`src/rtl/flash_cmd_pkg.sv`:
```
package flash_cmd_pkg;
  typedef enum logic [1:0] {
    MODE_ARRAY  = 2'd0,
    MODE_IDENT  = 2'd1,
    MODE_QUERY  = 2'd2,
    MODE_STATUS = 2'd3
  } rd_mode_e;

  typedef enum logic [2:0] {
    OP_ERASE  = 3'd0,
    OP_CHIP   = 3'd1,
    OP_PROG   = 3'd2,
    OP_OTP    = 3'd3,
    OP_LOCK   = 3'd4,
    OP_UNLOCK = 3'd5,
    OP_LOCKDN = 3'd6
  } op_kind_e;

  typedef enum logic [2:0] {
    PH_IDLE, PH_ERASE, PH_CHIP, PH_PROG, PH_OTP, PH_LOCK
  } phase_e;

  localparam logic [7:0] CMD_ARRAY   = 8'hFF;
  localparam logic [7:0] CMD_IDENT   = 8'h90;
  localparam logic [7:0] CMD_QUERY   = 8'h98;
  localparam logic [7:0] CMD_RDSTAT  = 8'h70;
  localparam logic [7:0] CMD_CLRSTAT = 8'h50;
  localparam logic [7:0] CMD_ERASE   = 8'h20;
  localparam logic [7:0] CMD_CHIP    = 8'h30;
  localparam logic [7:0] CMD_PROG_A  = 8'h40;
  localparam logic [7:0] CMD_PROG_B  = 8'h10;
  localparam logic [7:0] CMD_OTP     = 8'hC0;
  localparam logic [7:0] CMD_LOCKPFX = 8'h60;
  localparam logic [7:0] CMD_SETLOCK = 8'h01;
  localparam logic [7:0] CMD_LOCKDN  = 8'h2F;
  localparam logic [7:0] CMD_CONFIRM = 8'hD0;
  localparam logic [7:0] CMD_SUSPEND = 8'hB0;

  function automatic logic timed_kind(op_kind_e k);
    return k inside {OP_ERASE, OP_CHIP, OP_PROG, OP_OTP};
  endfunction
endpackage

```
`src/rtl/fcmd_decode.sv`:
```
module fcmd_decode
  import flash_cmd_pkg::*;
#(
  parameter int AW = 21
) (
  input  logic          clk_i,
  input  logic          rst_ni,
  input  logic          wr_i,
  input  logic [AW-1:0] addr_i,
  input  logic [7:0]    cmd_i,
  input  logic          allow_i,
  input  logic          busy_i,
  input  logic          susp_erase_i,
  input  logic          susp_prog_i,
  input  op_kind_e      run_kind_i,
  output rd_mode_e      mode_o,
  output logic          go_o,
  output op_kind_e      go_kind_o,
  output logic          seq_err_o,
  output logic          lk_erase_o,
  output logic          lk_prog_o,
  output logic          clr_o,
  output logic          susp_req_o,
  output logic          resume_req_o
);
  phase_e        phase_q, phase_d;
  rd_mode_e      mode_q, mode_d;
  logic [AW-1:0] addr_q, addr_d;
  logic          same_addr, any_susp, can_susp;

  assign same_addr = (addr_i == addr_q);
  assign any_susp  = susp_erase_i | susp_prog_i;
  assign can_susp  = (run_kind_i == OP_ERASE) ||
                     ((run_kind_i == OP_PROG) && !susp_erase_i);

  always_comb begin
    phase_d      = phase_q;
    mode_d       = mode_q;
    addr_d       = addr_q;
    go_o         = 1'b0;
    go_kind_o    = OP_ERASE;
    seq_err_o    = 1'b0;
    lk_erase_o   = 1'b0;
    lk_prog_o    = 1'b0;
    clr_o        = 1'b0;
    susp_req_o   = 1'b0;
    resume_req_o = 1'b0;
    if (wr_i && busy_i) begin
      if (cmd_i == CMD_SUSPEND && can_susp) susp_req_o = 1'b1;
    end else if (wr_i) begin
      phase_d = PH_IDLE;
      case (phase_q)
        PH_IDLE: begin
          addr_d = addr_i;
          case (cmd_i)
            CMD_ARRAY:   mode_d = MODE_ARRAY;
            CMD_IDENT:   mode_d = MODE_IDENT;
            CMD_QUERY:   mode_d = MODE_QUERY;
            CMD_RDSTAT:  mode_d = MODE_STATUS;
            CMD_CLRSTAT: clr_o  = 1'b1;
            CMD_ERASE: begin
              mode_d = MODE_STATUS;
              if (any_susp) seq_err_o = 1'b1;
              else          phase_d   = PH_ERASE;
            end
            CMD_CHIP: begin
              mode_d = MODE_STATUS;
              if (any_susp) seq_err_o = 1'b1;
              else          phase_d   = PH_CHIP;
            end
            CMD_PROG_A, CMD_PROG_B: begin
              mode_d = MODE_STATUS;
              if (susp_prog_i) seq_err_o = 1'b1;
              else             phase_d   = PH_PROG;
            end
            CMD_OTP: begin
              mode_d = MODE_STATUS;
              if (any_susp) seq_err_o = 1'b1;
              else          phase_d   = PH_OTP;
            end
            CMD_LOCKPFX: begin
              mode_d  = MODE_STATUS;
              phase_d = PH_LOCK;
            end
            CMD_CONFIRM: begin
              if (any_susp) begin
                resume_req_o = 1'b1;
                mode_d       = MODE_STATUS;
              end
            end
            default: ;
          endcase
        end
        PH_ERASE: begin
          if (!same_addr || cmd_i != CMD_CONFIRM) seq_err_o  = 1'b1;
          else if (!allow_i)                      lk_erase_o = 1'b1;
          else begin go_o = 1'b1; go_kind_o = OP_ERASE; end
        end
        PH_CHIP: begin
          if (!same_addr || cmd_i != CMD_CONFIRM) seq_err_o = 1'b1;
          else begin go_o = 1'b1; go_kind_o = OP_CHIP; end
        end
        PH_PROG: begin
          if (!same_addr)    seq_err_o = 1'b1;
          else if (!allow_i) lk_prog_o = 1'b1;
          else begin go_o = 1'b1; go_kind_o = OP_PROG; end
        end
        PH_OTP: begin
          if (!same_addr) seq_err_o = 1'b1;
          else begin go_o = 1'b1; go_kind_o = OP_OTP; end
        end
        PH_LOCK: begin
          if (!same_addr) seq_err_o = 1'b1;
          else begin
            case (cmd_i)
              CMD_SETLOCK: begin go_o = 1'b1; go_kind_o = OP_LOCK;   end
              CMD_CONFIRM: begin go_o = 1'b1; go_kind_o = OP_UNLOCK; end
              CMD_LOCKDN:  begin go_o = 1'b1; go_kind_o = OP_LOCKDN; end
              default:     seq_err_o = 1'b1;
            endcase
          end
        end
        default: ;
      endcase
    end
  end

  always_ff @(posedge clk_i or negedge rst_ni) begin
    if (!rst_ni) begin
      phase_q <= PH_IDLE;
      mode_q  <= MODE_ARRAY;
      addr_q  <= '0;
    end else begin
      phase_q <= phase_d;
      mode_q  <= mode_d;
      addr_q  <= addr_d;
    end
  end

  assign mode_o = busy_i ? MODE_STATUS : mode_q;
endmodule

```
`src/rtl/fcmd_engine.sv`:
```
module fcmd_engine
  import flash_cmd_pkg::*;
#(
  parameter int AW = 21,
  parameter int DW = 16,
  parameter int CW = 8
) (
  input  logic          clk_i,
  input  logic          rst_ni,
  input  logic          go_i,
  input  op_kind_e      go_kind_i,
  input  logic [AW-1:0] go_addr_i,
  input  logic [DW-1:0] go_data_i,
  input  logic          go_err_i,
  input  logic [CW-1:0] len_i,
  input  logic          susp_req_i,
  input  logic          resume_req_i,
  output logic          busy_o,
  output logic          susp_erase_o,
  output logic          susp_prog_o,
  output logic          start_o,
  output op_kind_e      kind_o,
  output logic [AW-1:0] addr_o,
  output logic [DW-1:0] data_o,
  output logic          done_erase_err_o,
  output logic          done_prog_err_o
);
  localparam logic [CW-1:0] ONE = CW'(1);

  logic          run_q, err_q, start_q, se_q, sp_q;
  logic [CW-1:0] cnt_q;
  op_kind_e      kind_q;
  logic [AW-1:0] addr_q;
  logic [DW-1:0] data_q;
  // context of the suspended operation
  logic [CW-1:0] sv_cnt_q;
  op_kind_e      sv_kind_q;
  logic [AW-1:0] sv_addr_q;
  logic [DW-1:0] sv_data_q;
  logic          sv_err_q;
  logic          done;

  assign done = run_q && (cnt_q == ONE);

  always_ff @(posedge clk_i or negedge rst_ni) begin
    if (!rst_ni) begin
      run_q     <= 1'b0;
      err_q     <= 1'b0;
      start_q   <= 1'b0;
      se_q      <= 1'b0;
      sp_q      <= 1'b0;
      cnt_q     <= '0;
      kind_q    <= OP_ERASE;
      addr_q    <= '0;
      data_q    <= '0;
      sv_cnt_q  <= '0;
      sv_kind_q <= OP_ERASE;
      sv_addr_q <= '0;
      sv_data_q <= '0;
      sv_err_q  <= 1'b0;
    end else begin
      start_q <= go_i;
      if (go_i) begin
        kind_q <= go_kind_i;
        addr_q <= go_addr_i;
        data_q <= go_data_i;
        if (timed_kind(go_kind_i)) begin
          run_q <= 1'b1;
          cnt_q <= (len_i == '0) ? ONE : len_i;
          err_q <= go_err_i;
        end
      end else if (run_q) begin
        if (done) begin
          run_q <= 1'b0;
          cnt_q <= '0;
        end else if (susp_req_i) begin
          run_q     <= 1'b0;
          sv_cnt_q  <= cnt_q - ONE;
          sv_kind_q <= kind_q;
          sv_addr_q <= addr_q;
          sv_data_q <= data_q;
          sv_err_q  <= err_q;
          if (kind_q == OP_ERASE) se_q <= 1'b1;
          else                    sp_q <= 1'b1;
        end else begin
          cnt_q <= cnt_q - ONE;
        end
      end else if (resume_req_i) begin
        run_q  <= 1'b1;
        cnt_q  <= sv_cnt_q;
        kind_q <= sv_kind_q;
        addr_q <= sv_addr_q;
        data_q <= sv_data_q;
        err_q  <= sv_err_q;
        se_q   <= 1'b0;
        sp_q   <= 1'b0;
      end
    end
  end

  assign busy_o           = run_q;
  assign susp_erase_o     = se_q;
  assign susp_prog_o      = sp_q;
  assign start_o          = start_q;
  assign kind_o           = kind_q;
  assign addr_o           = addr_q;
  assign data_o           = data_q;
  assign done_erase_err_o = done && err_q && (kind_q inside {OP_ERASE, OP_CHIP});
  assign done_prog_err_o  = done && err_q && (kind_q inside {OP_PROG, OP_OTP});
endmodule

```
`src/rtl/fcmd_status.sv`:
```
module fcmd_status (
  input  logic       clk_i,
  input  logic       rst_ni,
  input  logic       busy_i,
  input  logic       susp_erase_i,
  input  logic       susp_prog_i,
  input  logic       seq_err_i,
  input  logic       lk_erase_i,
  input  logic       lk_prog_i,
  input  logic       done_erase_err_i,
  input  logic       done_prog_err_i,
  input  logic       clr_i,
  output logic [7:0] status_o
);
  logic erase_err_q, prog_err_q, lock_err_q;

  always_ff @(posedge clk_i or negedge rst_ni) begin
    if (!rst_ni) begin
      erase_err_q <= 1'b0;
      prog_err_q  <= 1'b0;
      lock_err_q  <= 1'b0;
    end else if (clr_i) begin
      erase_err_q <= 1'b0;
      prog_err_q  <= 1'b0;
      lock_err_q  <= 1'b0;
    end else begin
      if (seq_err_i || lk_erase_i || done_erase_err_i) erase_err_q <= 1'b1;
      if (seq_err_i || lk_prog_i || done_prog_err_i)   prog_err_q  <= 1'b1;
      if (lk_erase_i || lk_prog_i)                     lock_err_q  <= 1'b1;
    end
  end

  // flag bits read as zero while busy
  assign status_o = busy_i ? 8'h00 :
                    {1'b1, susp_erase_i, erase_err_q, prog_err_q,
                     1'b0, susp_prog_i, lock_err_q, 1'b0};
endmodule

```
`src/rtl/flash_cmd_ctrl.sv`:
```
module flash_cmd_ctrl
  import flash_cmd_pkg::*;
#(
  parameter int AW = 21,
  parameter int DW = 16,
  parameter int CW = 8
) (
  input  logic          clk_i,
  input  logic          rst_ni,
  input  logic          wr_i,
  input  logic [AW-1:0] addr_i,
  input  logic [DW-1:0] wdata_i,
  input  logic          allow_i,
  input  logic          err_inject_i,
  input  logic [CW-1:0] busy_len_i,
  output logic [1:0]    mode_o,
  output logic [7:0]    status_o,
  output logic          busy_o,
  output logic          op_start_o,
  output logic [2:0]    op_kind_o,
  output logic [AW-1:0] op_addr_o,
  output logic [DW-1:0] op_data_o
);
  rd_mode_e mode;
  op_kind_e go_kind, run_kind;
  logic go, seq_err, lk_erase, lk_prog, clr, susp_req, resume_req;
  logic busy, susp_erase, susp_prog, de_err, dp_err;

  fcmd_decode #(.AW(AW)) u_decode (
    .clk_i        (clk_i),
    .rst_ni       (rst_ni),
    .wr_i         (wr_i),
    .addr_i       (addr_i),
    .cmd_i        (wdata_i[7:0]),
    .allow_i      (allow_i),
    .busy_i       (busy),
    .susp_erase_i (susp_erase),
    .susp_prog_i  (susp_prog),
    .run_kind_i   (run_kind),
    .mode_o       (mode),
    .go_o         (go),
    .go_kind_o    (go_kind),
    .seq_err_o    (seq_err),
    .lk_erase_o   (lk_erase),
    .lk_prog_o    (lk_prog),
    .clr_o        (clr),
    .susp_req_o   (susp_req),
    .resume_req_o (resume_req)
  );

  fcmd_engine #(.AW(AW), .DW(DW), .CW(CW)) u_engine (
    .clk_i            (clk_i),
    .rst_ni           (rst_ni),
    .go_i             (go),
    .go_kind_i        (go_kind),
    .go_addr_i        (addr_i),
    .go_data_i        (wdata_i),
    .go_err_i         (err_inject_i),
    .len_i            (busy_len_i),
    .susp_req_i       (susp_req),
    .resume_req_i     (resume_req),
    .busy_o           (busy),
    .susp_erase_o     (susp_erase),
    .susp_prog_o      (susp_prog),
    .start_o          (op_start_o),
    .kind_o           (run_kind),
    .addr_o           (op_addr_o),
    .data_o           (op_data_o),
    .done_erase_err_o (de_err),
    .done_prog_err_o  (dp_err)
  );

  fcmd_status u_status (
    .clk_i            (clk_i),
    .rst_ni           (rst_ni),
    .busy_i           (busy),
    .susp_erase_i     (susp_erase),
    .susp_prog_i      (susp_prog),
    .seq_err_i        (seq_err),
    .lk_erase_i       (lk_erase),
    .lk_prog_i        (lk_prog),
    .done_erase_err_i (de_err),
    .done_prog_err_i  (dp_err),
    .clr_i            (clr),
    .status_o         (status_o)
  );

  assign mode_o    = mode;
  assign busy_o    = busy;
  assign op_kind_o = run_kind;
endmodule

```
`config.mk`:
```
export PLATFORM = sky130hd
export DESIGN_NAME = flash_cmd_ctrl
export DESIGN_NICKNAME = d
export VERILOG_FILES = /design/src/rtl/flash_cmd_pkg.sv /design/src/rtl/fcmd_decode.sv /design/src/rtl/fcmd_engine.sv /design/src/rtl/fcmd_status.sv /design/src/rtl/flash_cmd_ctrl.sv
export SDC_FILE = /design/constraint.sdc
export NUM_CORES = 1
export LEC_CHECK = 0
export CAP_MARGIN = 20
export CORE_ASPECT_RATIO = 1.5
export CORE_MARGIN = 2
export CORE_UTILIZATION = 45
export DETAILED_ROUTE_END_ITERATION = 8
export DONT_BUFFER_PORTS = 1
export SYNTH_ARGS = -nofsm -noshare
export SYNTH_HDL_FRONTEND = slang
export SYNTH_SLANG_ARGS = --single-unit
```
`constraint.sdc`:
```
create_clock -name clk_i -period 4 [get_ports clk_i]
set_input_delay 0 -clock clk_i [delete_from_list [all_inputs] [get_ports clk_i]]
set_output_delay 0 -clock clk_i [all_outputs]
set_load 0.05 [all_outputs]
```
==> qor.txt <==
Synth Area per Inst -> 9.82 sq um
Hold Crit Depth -> 4
Critical Path Max Stage Delay -> 520 ps
pin count of the biggest net entering global routing -> 132
nets -> 746
starting density of the core -> 0.459
Cell Pwr Density -> 406 mW/mm^2
Max-cap violations -> 0
Crit Path Category -> flop to flop
post-CTS setup buffers -> 0
Final Max Slew Viols -> 0
GP Congestion -> 0.804
asr flop ratio synth -> 1.00
Ant. Diodes -> 0
Hold Crit Class -> input pin to flop
DR DRC count -> 0
total chip power -> 3.12 mW
most frequent cell after synthesis -> nand2_1
synthesized flop and latch total -> 131
TritonCTS Sinks -> 131
Fmax -> 328 MHz
first-pass GRT wire length -> 26.0 mm
CP endpoint kind -> flop
CTS Root Cell -> clkbuf_16
count of buffers from port buffering -> 0
reg2reg end -> u_engine.kind_o[0]
ys flop type -> dfrtp_1
number of cells produced by synthesis -> 658
CORE AREA -> 0.0141 sq mm
R2R depth -> 8
Post-DP HPWL -> 10.4 mm
most used cell, CP -> nor4_1
Syn-to-layout area delta -> 18.9%
Site Rows -> 53
Crit path max-delay family -> simple AND/OR/NAND/NOR gates
clock transition at the registers of the reported paths -> 60 ps
Post-Layout Inst Area -> 0.00768 sq mm
Placed Instances -> 817
fill count -> 1302
Post-DP Area -> 0.00659 sq mm
warning count from the yosys run -> 0
Peak VDD IR -> 0.238 mV
Required @ worst endpoint -> 4240 ps
crit path max fanout -> 71
ANT nets after route -> 0
Final TNS setup -> 0 ps
Hold Path Origin -> wdata_i[5]
Die Ht -> 151 um
clock skew -> 14.9 ps
I/O pin total -> 102
maximum clock path buffer count -> 2
Post-Layout Cell Count -> 899
Pleak -> 3.87 nW
grt total ovfl -> 0
number of global-route vias before repair -> 5006
final cycle utilization of the critical path -> 0.762
Hold EP -> u_engine.sv_data_q[15]
FF-to-FF Start -> u_decode.addr_q[16]
synth top area cells -> dfrtp_1 (51%), nand2_1 (8.0%), mux2i_1 (6.7%)
unrepaired setup endpoints after global routing -> no
setup violators final -> 0
All-Layer GR Usage -> 0.220
flop2flop setup slack -> 950 ps
Internal -> 2.39 mW
die width -> 102 um
switching share of power -> 0.234
status -> finished clean
Worst setup SP type -> flop
slowest CP cell -> nor4_1
NetSw -> 0.731 mW
TritonCTS Buffers -> 17
TritonRoute pass-1 iters -> 7
CP arrival -> 3290 ps
Worst-Margin Slew -> 1100 ps
Slew HR -> 0.259
antenna violations before repair -> 0
1st-iter DRT viols -> 354
Via-to-Cell Ratio -> 5.41
Yosys top cell by area -> dfrtp_1
Min Hold Slack -> 13.9 ps
clock network fraction of design power -> 0.487
share of cells above drive strength 1 -> 0.122
Yosys cell types -> 61
Reg power frac -> 0.443
Tmin final -> 3050 ps
WL final -> 16.1 mm
worst path cell trace -> xor2_1 -> nor4_1 -> nand4_1 -> nor4_1 -> o21ai_4 -> buf_4 -> a311oi_1 -> a21oi_1
final hold vios -> 0
Logic pwr share -> 0.070
Buf/Inv on CP -> 1
top cells by count, synth -> nand2_1 (138), dfrtp_1 (131), nor2_1 (56)
Seq/Total Area, Yosys -> 0.508
die area -> 0.0153 sq mm
Post-synth EDFFs -> 0
Synth Cell Area -> 0.00646 sq mm
H-tree levels -> 4
WL per Instance -> 18.0 um
CTS tree -> done
Yosys top cell area share -> 0.508
clk_lat worst skew -> 410 ps
Vias -> 4866
-- worst reg2reg max path: cells and delay by family (launching register included) --
family | cells | cell delay (ps)
XOR/XNOR | 1 | 160
AND/OR/NAND/NOR | 3 | 1030
buffers and inverters | 1 | 430
AO/OA/AOI/OAI | 3 | 860
flip-flops | 1 | 390
-- sequential cells by signal (all words and copies together), names as in the netlist, 3 cells and up --
signal and cells:
u_decode.addr_q 21, u_decode.phase_q 3, u_engine.addr_o 21, u_engine.cnt_q 8, u_engine.data_o 16, u_engine.kind_o 3
u_engine.sv_addr_q 21, u_engine.sv_cnt_q 8, u_engine.sv_data_q 16, u_engine.sv_kind_q 3
-- cell type report --
type	instances	area, sq um	area share
inverters	10	37.5	0.00489
clock inverters	12	130	0.0169
clock buffers	20	447	0.0581
flip-flops and latches	131	3280	0.427
multi-input cells	477	2980	0.388
repair buffers	57	571	0.0743
well taps	192	240	0.0313
-- through the flow --
stage | setup WS (ps) | utilization
3_5_place_dp | 976 | 0.469
2_1_floorplan | 1270 | -
6_report | 953 | 0.546
3_3_place_gp | 1060 | 0.469
5_1_grt | 613 | 0.546
4_1_cts | 954 | 0.546
-- kinds of logic (layout without fill, tap and decap cells) --
kind of cell             after synthesis  count (layout)  synth area share
other                                  1               2          0.000581
AO/OA/AOI/OAI                        107             107            0.0998
adder cells (fa/ha/maj)                2               2           0.00387
flip-flops                           131             131             0.508
AND/OR/NAND/NOR                      259             259             0.182
XOR/XNOR                              27              27            0.0366
multiplexers                          80              80             0.135
buffers and inverters                 51              99            0.0349
-- worst max path at each step --
| stage | startpoint | slack (ps) | depth (start not counted) | endpoint |
|---|---|---|---|---|
| 3_3_place_gp | u_decode.addr_q[16] | 1060 | 8 | u_engine.kind_o[0] |
| 3_5_place_dp | u_decode.addr_q[16] | 980 | 8 | u_engine.kind_o[0] |
| 2_1_floorplan | u_engine.busy_o | 1270 | 8 | u_engine.busy_o |
| 5_1_grt | u_decode.addr_q[17] | 610 | 8 | u_engine.kind_o[0] |
| 4_1_cts | u_decode.addr_q[16] | 950 | 8 | u_engine.kind_o[0] |
| 6_report | u_decode.addr_q[16] | 950 | 8 | u_engine.kind_o[0] |
-- cell usage in the layout, fill, tap and decap left out, drive strengths merged, types with 3 or more instances in the layout --
cell         netlist  final
nand3              7      7
nand2            139    139
mux2i             43     43
nor4               9      9
dfrtp            131    131
buf               16      8
inv                9     11
o2bb2ai            3      3
o21a               3      3
o22ai              4      4
nand2b             4      4
a211oi             3      3
nand4              4      4
clkinv             1      4
o22a               3      3
nor2              56     56
a22o               3      3
mux2              37     37
o21ai             16     16
a21oi             55     55
nor2b              9      9
dlygate4sd3        0     49
xnor2              9      9
nor3              12     12
clkinvlp           0      5
xor2              18     18
clkbuf            25     20
or2                3      3
-- routing by layer --
| metal | up-vias | track usage | share of wire |
|---|---|---|---|
| met5 | - | 0 | 0 |
| met4 | 0 | 0.0853 | 0.022 |
| met3 | 27 | 0.0557 | 0.047 |
| met2 | 119 | 0.378 | 0.52 |
| met1 | 2386 | 0.260 | 0.41 |
| li1 | 2334 | - | - |
-- power by group through the flow --
stage | Sequential (mW) | Clock [mW] | Combinational (mW)
after floorplan | 1.40 | 0 | 0.132
after global placement | 1.40 | 0 | 0.137
after detailed placement | 1.40 | 0 | 0.139
after CTS | 1.38 | 1.55 | 0.220
after global routing | 1.38 | 1.61 | 0.238
final | 1.38 | 1.52 | 0.218
-- timing repair --
action	CTS	global route
gates resized for setup	0	0
endpoints found under the hold margin	208	0
hold buffers	50	0
Power figures use the tool's default switching activity.
